$ cat config.mk
export PLATFORM = sky130hd
export DESIGN_NAME = flash_prewrite_seq
export DESIGN_NICKNAME = d
export VERILOG_FILES = /design/src/rtl/prw_pkg.sv /design/src/rtl/prw_timer.sv /design/src/rtl/prw_try_ctl.sv /design/src/rtl/prw_addr_ctr.sv /design/src/rtl/flash_prewrite_seq.sv
export SDC_FILE = /design/constraint.sdc
export NUM_CORES = 1
export LEC_CHECK = 0
export BUFFER_PORTS_ARGS = -buffer_cell sky130_fd_sc_hd__buf_2
export CAP_MARGIN = 5
export CORE_MARGIN = 3
export CORE_UTILIZATION = 41
export DETAILED_ROUTE_END_ITERATION = 7
export HOLD_SLACK_MARGIN = 0.05
export PLACE_DENSITY = 0.67
export SYNTH_ARGS = -nofsm -noshare
export SYNTH_HDL_FRONTEND = slang
export SYNTH_SLANG_ARGS = --single-unit
$ cat constraint.sdc
create_clock -name clk_i -period 2.15 [get_ports clk_i]
set_input_delay 0.1075 -clock clk_i [delete_from_list [all_inputs] [get_ports clk_i]]
set_output_delay 0.1075 -clock clk_i [all_outputs]
set_load 0.05 [all_outputs]
$ cat src/rtl/prw_pkg.sv
package prw_pkg;
  typedef enum logic [2:0] {
    S_IDLE, S_WRITE, S_ARM, S_PROG, S_DISARM, S_SETTLE, S_VERIFY, S_END
  } prw_state_e;
endpackage

$ cat src/rtl/prw_timer.sv
module prw_timer #(
  parameter int W = 13
) (
  input  logic         clk_i,
  input  logic         rst_ni,
  input  logic         load_i,
  input  logic [W-1:0] val_i,
  output logic         last_o
);
  logic [W-1:0] cnt_q;

  always_ff @(posedge clk_i or negedge rst_ni) begin
    if (!rst_ni)              cnt_q <= '0;
    else if (load_i)          cnt_q <= val_i;
    else if (cnt_q != '0)     cnt_q <= cnt_q - 1'b1;
  end

  // <=1 so a zero load cannot hang the sequencer
  assign last_o = (cnt_q <= W'(1));
endmodule

$ cat src/rtl/prw_try_ctl.sv
module prw_try_ctl #(
  parameter int PULSE_W = 8,
  parameter int MAX_TRY = 6,
  localparam int LEN_W  = PULSE_W + MAX_TRY - 1,
  localparam int TRY_W  = $clog2(MAX_TRY + 1)
) (
  input  logic               clk_i,
  input  logic               rst_ni,
  input  logic               restart_i,
  input  logic               retry_i,
  input  logic [PULSE_W-1:0] init_i,
  output logic [LEN_W-1:0]   len_o,
  output logic               last_try_o
);
  logic [TRY_W-1:0] try_q;
  logic [LEN_W-1:0] len_q;

  always_ff @(posedge clk_i or negedge rst_ni) begin
    if (!rst_ni) begin
      try_q <= TRY_W'(1);
      len_q <= '0;
    end else if (restart_i) begin
      try_q <= TRY_W'(1);
      len_q <= LEN_W'(init_i);
    end else if (retry_i) begin
      try_q <= try_q + 1'b1;
      len_q <= len_q << 1;
    end
  end

  assign len_o      = len_q;
  assign last_try_o = (try_q >= TRY_W'(MAX_TRY));
endmodule

$ cat src/rtl/prw_addr_ctr.sv
module prw_addr_ctr #(
  parameter int ADDR_W = 8
) (
  input  logic              clk_i,
  input  logic              rst_ni,
  input  logic              load_i,
  input  logic              inc_i,
  input  logic [ADDR_W-1:0] first_i,
  input  logic [ADDR_W-1:0] last_i,
  output logic [ADDR_W-1:0] addr_o,
  output logic              at_last_o
);
  logic [ADDR_W-1:0] addr_q;

  always_ff @(posedge clk_i or negedge rst_ni) begin
    if (!rst_ni)      addr_q <= '0;
    else if (load_i)  addr_q <= first_i;
    else if (inc_i)   addr_q <= addr_q + 1'b1;
  end

  assign addr_o    = addr_q;
  assign at_last_o = (addr_q == last_i);
endmodule

$ cat src/rtl/flash_prewrite_seq.sv
module flash_prewrite_seq
  import prw_pkg::*;
#(
  parameter int ADDR_W     = 8,
  parameter int DATA_W     = 8,
  parameter int NUM_BLK    = 4,
  parameter int PULSE_W    = 8,
  parameter int MAX_TRY    = 6,
  parameter int SETTLE_CYC = 1000,
  parameter logic [7:0] WDT_LOAD = 8'hFE,
  localparam int SEL_W = $clog2(NUM_BLK),
  localparam int LEN_W = PULSE_W + MAX_TRY - 1,
  localparam int SET_W = $clog2(SETTLE_CYC + 1),
  localparam int TMR_W = (LEN_W > SET_W) ? LEN_W : SET_W
) (
  input  logic               clk_i,
  input  logic               rst_ni,
  input  logic               start_i,
  input  logic [SEL_W-1:0]   blk_sel_i,
  input  logic [ADDR_W-1:0]  start_addr_i,
  input  logic [ADDR_W-1:0]  last_addr_i,
  input  logic [PULSE_W-1:0] init_pulse_i,
  input  logic [DATA_W-1:0]  rdata_i,
  output logic [ADDR_W-1:0]  addr_o,
  output logic [DATA_W-1:0]  wdata_o,
  output logic               we_o,
  output logic               prog_o,
  output logic               verify_o,
  output logic               wdt_en_o,
  output logic [7:0]         wdt_load_o,
  output logic [NUM_BLK-1:0] blk_reg_o,
  output logic               done_o,
  output logic               error_o
);
  prw_state_e state_q, state_d;
  logic [NUM_BLK-1:0] blk_q;
  logic err_q;
  logic accept, pass, at_last, last_try, tmr_last;
  logic [LEN_W-1:0] len;
  logic tmr_load;
  logic [TMR_W-1:0] tmr_val;
  logic addr_inc, restart, retry, fin_ok, fin_err;

  assign accept   = (state_q == S_IDLE) && start_i;
  assign pass     = (rdata_i == '0);
  assign fin_ok   = (state_q == S_VERIFY) && pass && at_last;
  assign fin_err  = (state_q == S_VERIFY) && !pass && last_try;
  assign addr_inc = (state_q == S_VERIFY) && pass && !at_last;
  assign restart  = accept || addr_inc;
  assign retry    = (state_q == S_VERIFY) && !pass && !last_try;
  assign tmr_load = (state_q == S_ARM) || (state_q == S_DISARM);
  assign tmr_val  = (state_q == S_ARM) ? TMR_W'(len) : TMR_W'(SETTLE_CYC);

  always_comb begin
    state_d = state_q;
    unique case (state_q)
      S_IDLE:   if (start_i) state_d = S_WRITE;
      S_WRITE:  state_d = S_ARM;
      S_ARM:    state_d = S_PROG;
      S_PROG:   if (tmr_last) state_d = S_DISARM;
      S_DISARM: state_d = S_SETTLE;
      S_SETTLE: if (tmr_last) state_d = S_VERIFY;
      S_VERIFY: state_d = (fin_ok || fin_err) ? S_END : S_WRITE;
      S_END:    state_d = S_IDLE;
      default:  state_d = S_IDLE;
    endcase
  end

  always_ff @(posedge clk_i or negedge rst_ni) begin
    if (!rst_ni) begin
      state_q <= S_IDLE;
      blk_q   <= '0;
      err_q   <= 1'b0;
    end else begin
      state_q <= state_d;
      if (accept) begin
        blk_q <= NUM_BLK'(1) << blk_sel_i;
        err_q <= 1'b0;
      end else begin
        if (fin_ok)  blk_q <= '0;
        if (fin_err) err_q <= 1'b1;
      end
    end
  end

  prw_addr_ctr #(.ADDR_W(ADDR_W)) u_addr (
    .clk_i, .rst_ni,
    .load_i(accept), .inc_i(addr_inc),
    .first_i(start_addr_i), .last_i(last_addr_i),
    .addr_o, .at_last_o(at_last)
  );

  prw_try_ctl #(.PULSE_W(PULSE_W), .MAX_TRY(MAX_TRY)) u_try (
    .clk_i, .rst_ni,
    .restart_i(restart), .retry_i(retry), .init_i(init_pulse_i),
    .len_o(len), .last_try_o(last_try)
  );

  prw_timer #(.W(TMR_W)) u_tmr (
    .clk_i, .rst_ni,
    .load_i(tmr_load), .val_i(tmr_val), .last_o(tmr_last)
  );

  assign wdata_o    = '0;
  assign we_o       = (state_q == S_WRITE);
  assign prog_o     = (state_q == S_PROG);
  assign verify_o   = (state_q == S_VERIFY);
  assign wdt_en_o   = (state_q == S_ARM) || (state_q == S_PROG) || (state_q == S_DISARM);
  assign wdt_load_o = WDT_LOAD;
  assign blk_reg_o  = blk_q;
  assign done_o     = (state_q == S_END);
  assign error_o    = err_q;
endmodule

==> impl_metrics.env <==
export IMPL_postSynthAreaPerCell_um2=9.63
export IMPL_antenna_diode_count=0
export IMPL_clk_pin_slew_ns=0.09
export IMPL_clockBufferDepth=2
export IMPL_drv_cap=0
export IMPL_cpPeakStageDelay_ns=0.54
export IMPL_drive_gt1_share_pct=25.1
export IMPL_drt_iter0_drc=91
export IMPL_final_common_cell="buf_2"
export IMPL_fillCellCount=590
export IMPL_r2r_start="u_try.try_q[0]"
export IMPL_grt_max_degree=20
export IMPL_place_ws_ns=0.112
export IMPL_fp_dieH_um=87.4
export IMPL_netlist_area_mm2=0.00272
export IMPL_fp_dieW_um=87.4
export IMPL_coreArea_mm2=0.00639
export IMPL_start_util_pct=42.5
export IMPL_combPwrFrac_pct=51.2
export IMPL_min_period_ns=2.01
export IMPL_cp_slowest_cell="dfstp_2"
export IMPL_crit_type="reg2reg"
export IMPL_antenna_found_initial=0
export IMPL_hold_start="start_addr_i[5]"
export IMPL_io_buffers=54
export IMPL_finalMaxSlewViolations=0
export IMPL_start_kind="register"
export IMPL_post_drt_wl_per_cell_um=14.5
export IMPL_async_flop_share_pct=100
export IMPL_num_rows=29
export IMPL_worstPathArrival_ns=2.25
export IMPL_setup_ws_ns=0.136
export IMPL_num_io_pins=71
export IMPL_finish_utilization_pct=53.0
export IMPL_syn_inst=282
export IMPL_post_dp_cell_area_mm2=0.00309
export IMPL_gp_congestion=0.873
export IMPL_clkPwrFrac_pct=14.6
export IMPL_swShare_pct=47.8
export IMPL_vias=2240
export IMPL_grt_usage_pct=17.9
export IMPL_first_pass_iters=4
export IMPL_finalCritPeriodShare_pct=93.7
export IMPL_grt_first_pass_wirelength_um=10600
export IMPL_timing_slew_headroom_pct=63.3
export IMPL_nets=405
export IMPL_routed_top_layer="met4"
export IMPL_yosysWarnings=0
export IMPL_ys_seq_area_share_pct=41.5
export IMPL_p_per_area_mw_per_mm2=1390
export IMPL_cts_sinks=45
export IMPL_whs_ns=0.0624
export IMPL_p_seq_share_pct=34.2
export IMPL_outcome="completed"
export IMPL_fin_area_mm2=0.00339
export IMPL_required_ns=2.39
export IMPL_area_growth_syn_to_layout_pct=24.7
export IMPL_hp_class="in2reg"
export IMPL_hold_viol=0
export IMPL_antenna_left=0
export IMPL_rrSetupSlack_ns=0.14
export IMPL_synth_edff_count=0
export IMPL_cts_max_level=2
export IMPL_numCtsBuffers=5
export IMPL_viasPerCell=5.09
export IMPL_p_leak_nw=1.53
export IMPL_dieArea_mm2=0.00764
export IMPL_clock_latency_ns=0.31
export IMPL_tightest_slew_ns=0.548
export IMPL_cp_cell_sequence="inv_1, ha_1, o21a_1, a2111oi_4, buf_12, xnor2_1, or3_1"
export IMPL_fin_skew_ns=0.00567
export IMPL_grt_overflow=0
export IMPL_wl_met1_um=2900
export IMPL_synth_cell_types=50
export IMPL_setup_viol_count_final=0
export IMPL_tritoncts="yes"
export IMPL_max_freq_mhz=496
export IMPL_first_global_vias=2184
export IMPL_internal_power_mw=2.45
export IMPL_root_buffer="clkbuf_8"
export IMPL_synth_main_ff_cell="dfrtp_1"
export IMPL_crit_path_end_kind="register"
export IMPL_peakVddDrop_mv=1.23
export IMPL_dp_hpwl_um=4720
export IMPL_finalSetupTns_ns=0
export IMPL_route_met2_wl_um=3100
export IMPL_drc=0
export IMPL_ys_seq_elements=45
export IMPL_final_cell_mix="buf_2 (54), dfrtp_1 (44), nor2_1 (26)"
export IMPL_cp_max_fo=17
export IMPL_netSwitchingPower_mw=2.25
export IMPL_wl_met3_um=298
export IMPL_worstSetupStartpoint="u_try.try_q[0]"
export IMPL_rsz0062_at_grt="false"
export IMPL_totalWireLength_um=6390
==> sequential cells by signal, summed over array words and instances (netlist names) <==
register	cells
blk_reg_o	4
u_try.try_q	3
u_try.len_o	13
u_tmr.cnt_q	13
error_o	1
u_addr.addr_o	8
state_q	3
==> routing by layer <==
layer	track usage [%]	up-vias
li1	-	1114
met4	5.44	0
met3	2.93	7
met1	24.2	1069
met5	0	-
met2	29.5	50
==> power groups by stage <==
stage	sequential [mW]	clock [mW]	combinational, mW
2_1_floorplan	1.92	0	1.46
3_3_place_gp	1.60	0	2.33
3_5_place_dp	1.62	0	2.37
4_1_cts	1.61	0.696	2.41
5_1_grt	1.67	0.731	2.64
6_report	1.61	0.684	2.41
==> final timing paths <==
check                                   endpoint  cells past startpoint
worst max-delay path              u_try.try_q[0]                      7
worst min-delay path            u_addr.addr_o[5]                      3
worst max register to register    u_try.try_q[0]                      7
worst min register to register      blk_reg_o[0]                      1
max in group asynchronous         u_try.len_o[7]                      3
min in group asynchronous        u_tmr.cnt_q[11]                      2
==> worst max-delay path, delay by kind of cell, from the launching register on <==
kind | cells | cell delay [ns]
AOI/OAI and AO/OA | 2 | 0.57
DFF | 1 | 0.54
and+or+nand+nor | 1 | 0.30
buffers and inverters | 2 | 0.27
adders and majority gates | 1 | 0.19
xor gates and xnor gates | 1 | 0.07
==> cells in the mapped netlist, types with 2 or more instances <==
| master | n | area, um^2 |
|---|---|---|
| buf_4 | 20 | 150 |
| a21oi_1 | 7 | 35.0 |
| clkbuf_1 | 3 | 11.3 |
| conb_1 | 2 | 7.51 |
| xor2_1 | 13 | 114 |
| nor4_4 | 4 | 85.1 |
| nor2_1 | 26 | 97.6 |
| a22o_1 | 2 | 17.5 |
| nand3_1 | 2 | 10.0 |
| a22oi_1 | 2 | 15.0 |
| buf_2 | 3 | 15.0 |
| o21ai_0 | 10 | 50.1 |
| inv_1 | 9 | 33.8 |
| and3_1 | 3 | 18.8 |
| and2_1 | 2 | 12.5 |
| o22ai_1 | 5 | 31.3 |
| xnor2_1 | 13 | 114 |
| or3_1 | 4 | 25.0 |
| a211oi_1 | 8 | 60.1 |
| nand2_1 | 21 | 78.8 |
| nand4_1 | 2 | 12.5 |
| nor3_1 | 9 | 45.0 |
| nand2b_1 | 2 | 12.5 |
| o21ai_1 | 23 | 115 |
| dfrtp_1 | 44 | 1100 |
| ha_1 | 6 | 75.1 |
| mux2i_1 | 14 | 140 |
==> what timing repair did <==
| action | 4_1_cts | 5_1_grt |
|---|---|---|
| setup endpoints to repair | 0 | 1 |
| endpoints found under the hold margin | 32 | 0 |
| hold buffers | 17 | 0 |
| gates resized for setup | 0 | 1 |
| setup buffers | 0 | 0 |
==> cell families (layout without fill, tap and decap cells) <==
group | count (synthesis) | after routing | share of synthesized area (%)
other | 2 | 16 | 0.276
buffers and inverters | 36 | 103 | 7.88
xor gates and xnor gates | 26 | 26 | 8.38
muxes | 14 | 14 | 5.16
adders and majority gates | 6 | 6 | 2.76
DFF | 45 | 45 | 41.5
and+or+nand+nor | 85 | 85 | 17.8
AOI/OAI and AO/OA | 68 | 68 | 16.3
==> per-stage QoR <==
stage          power [mW]  std cells
6_report             4.70        440
5_1_grt              5.04        440
4_1_cts              4.71        440
3_5_place_dp         3.99        415
3_3_place_gp         3.93        415
2_1_floorplan        3.37        296
==> final cells by class <==
type | count | area (um^2) | share of cell area, %
Inverter | 9 | 33.8 | 0.997
Sequential cell | 45 | 1130 | 33.3
Timing Repair Buffer | 86 | 578 | 17.1
Clock inverter | 2 | 37.5 | 1.11
Multi-Input combinational cell | 215 | 1430 | 42.3
Clock buffer | 6 | 82.6 | 2.44
Tap cell | 77 | 96.3 | 2.84
Power figures use the tool's default switching activity.
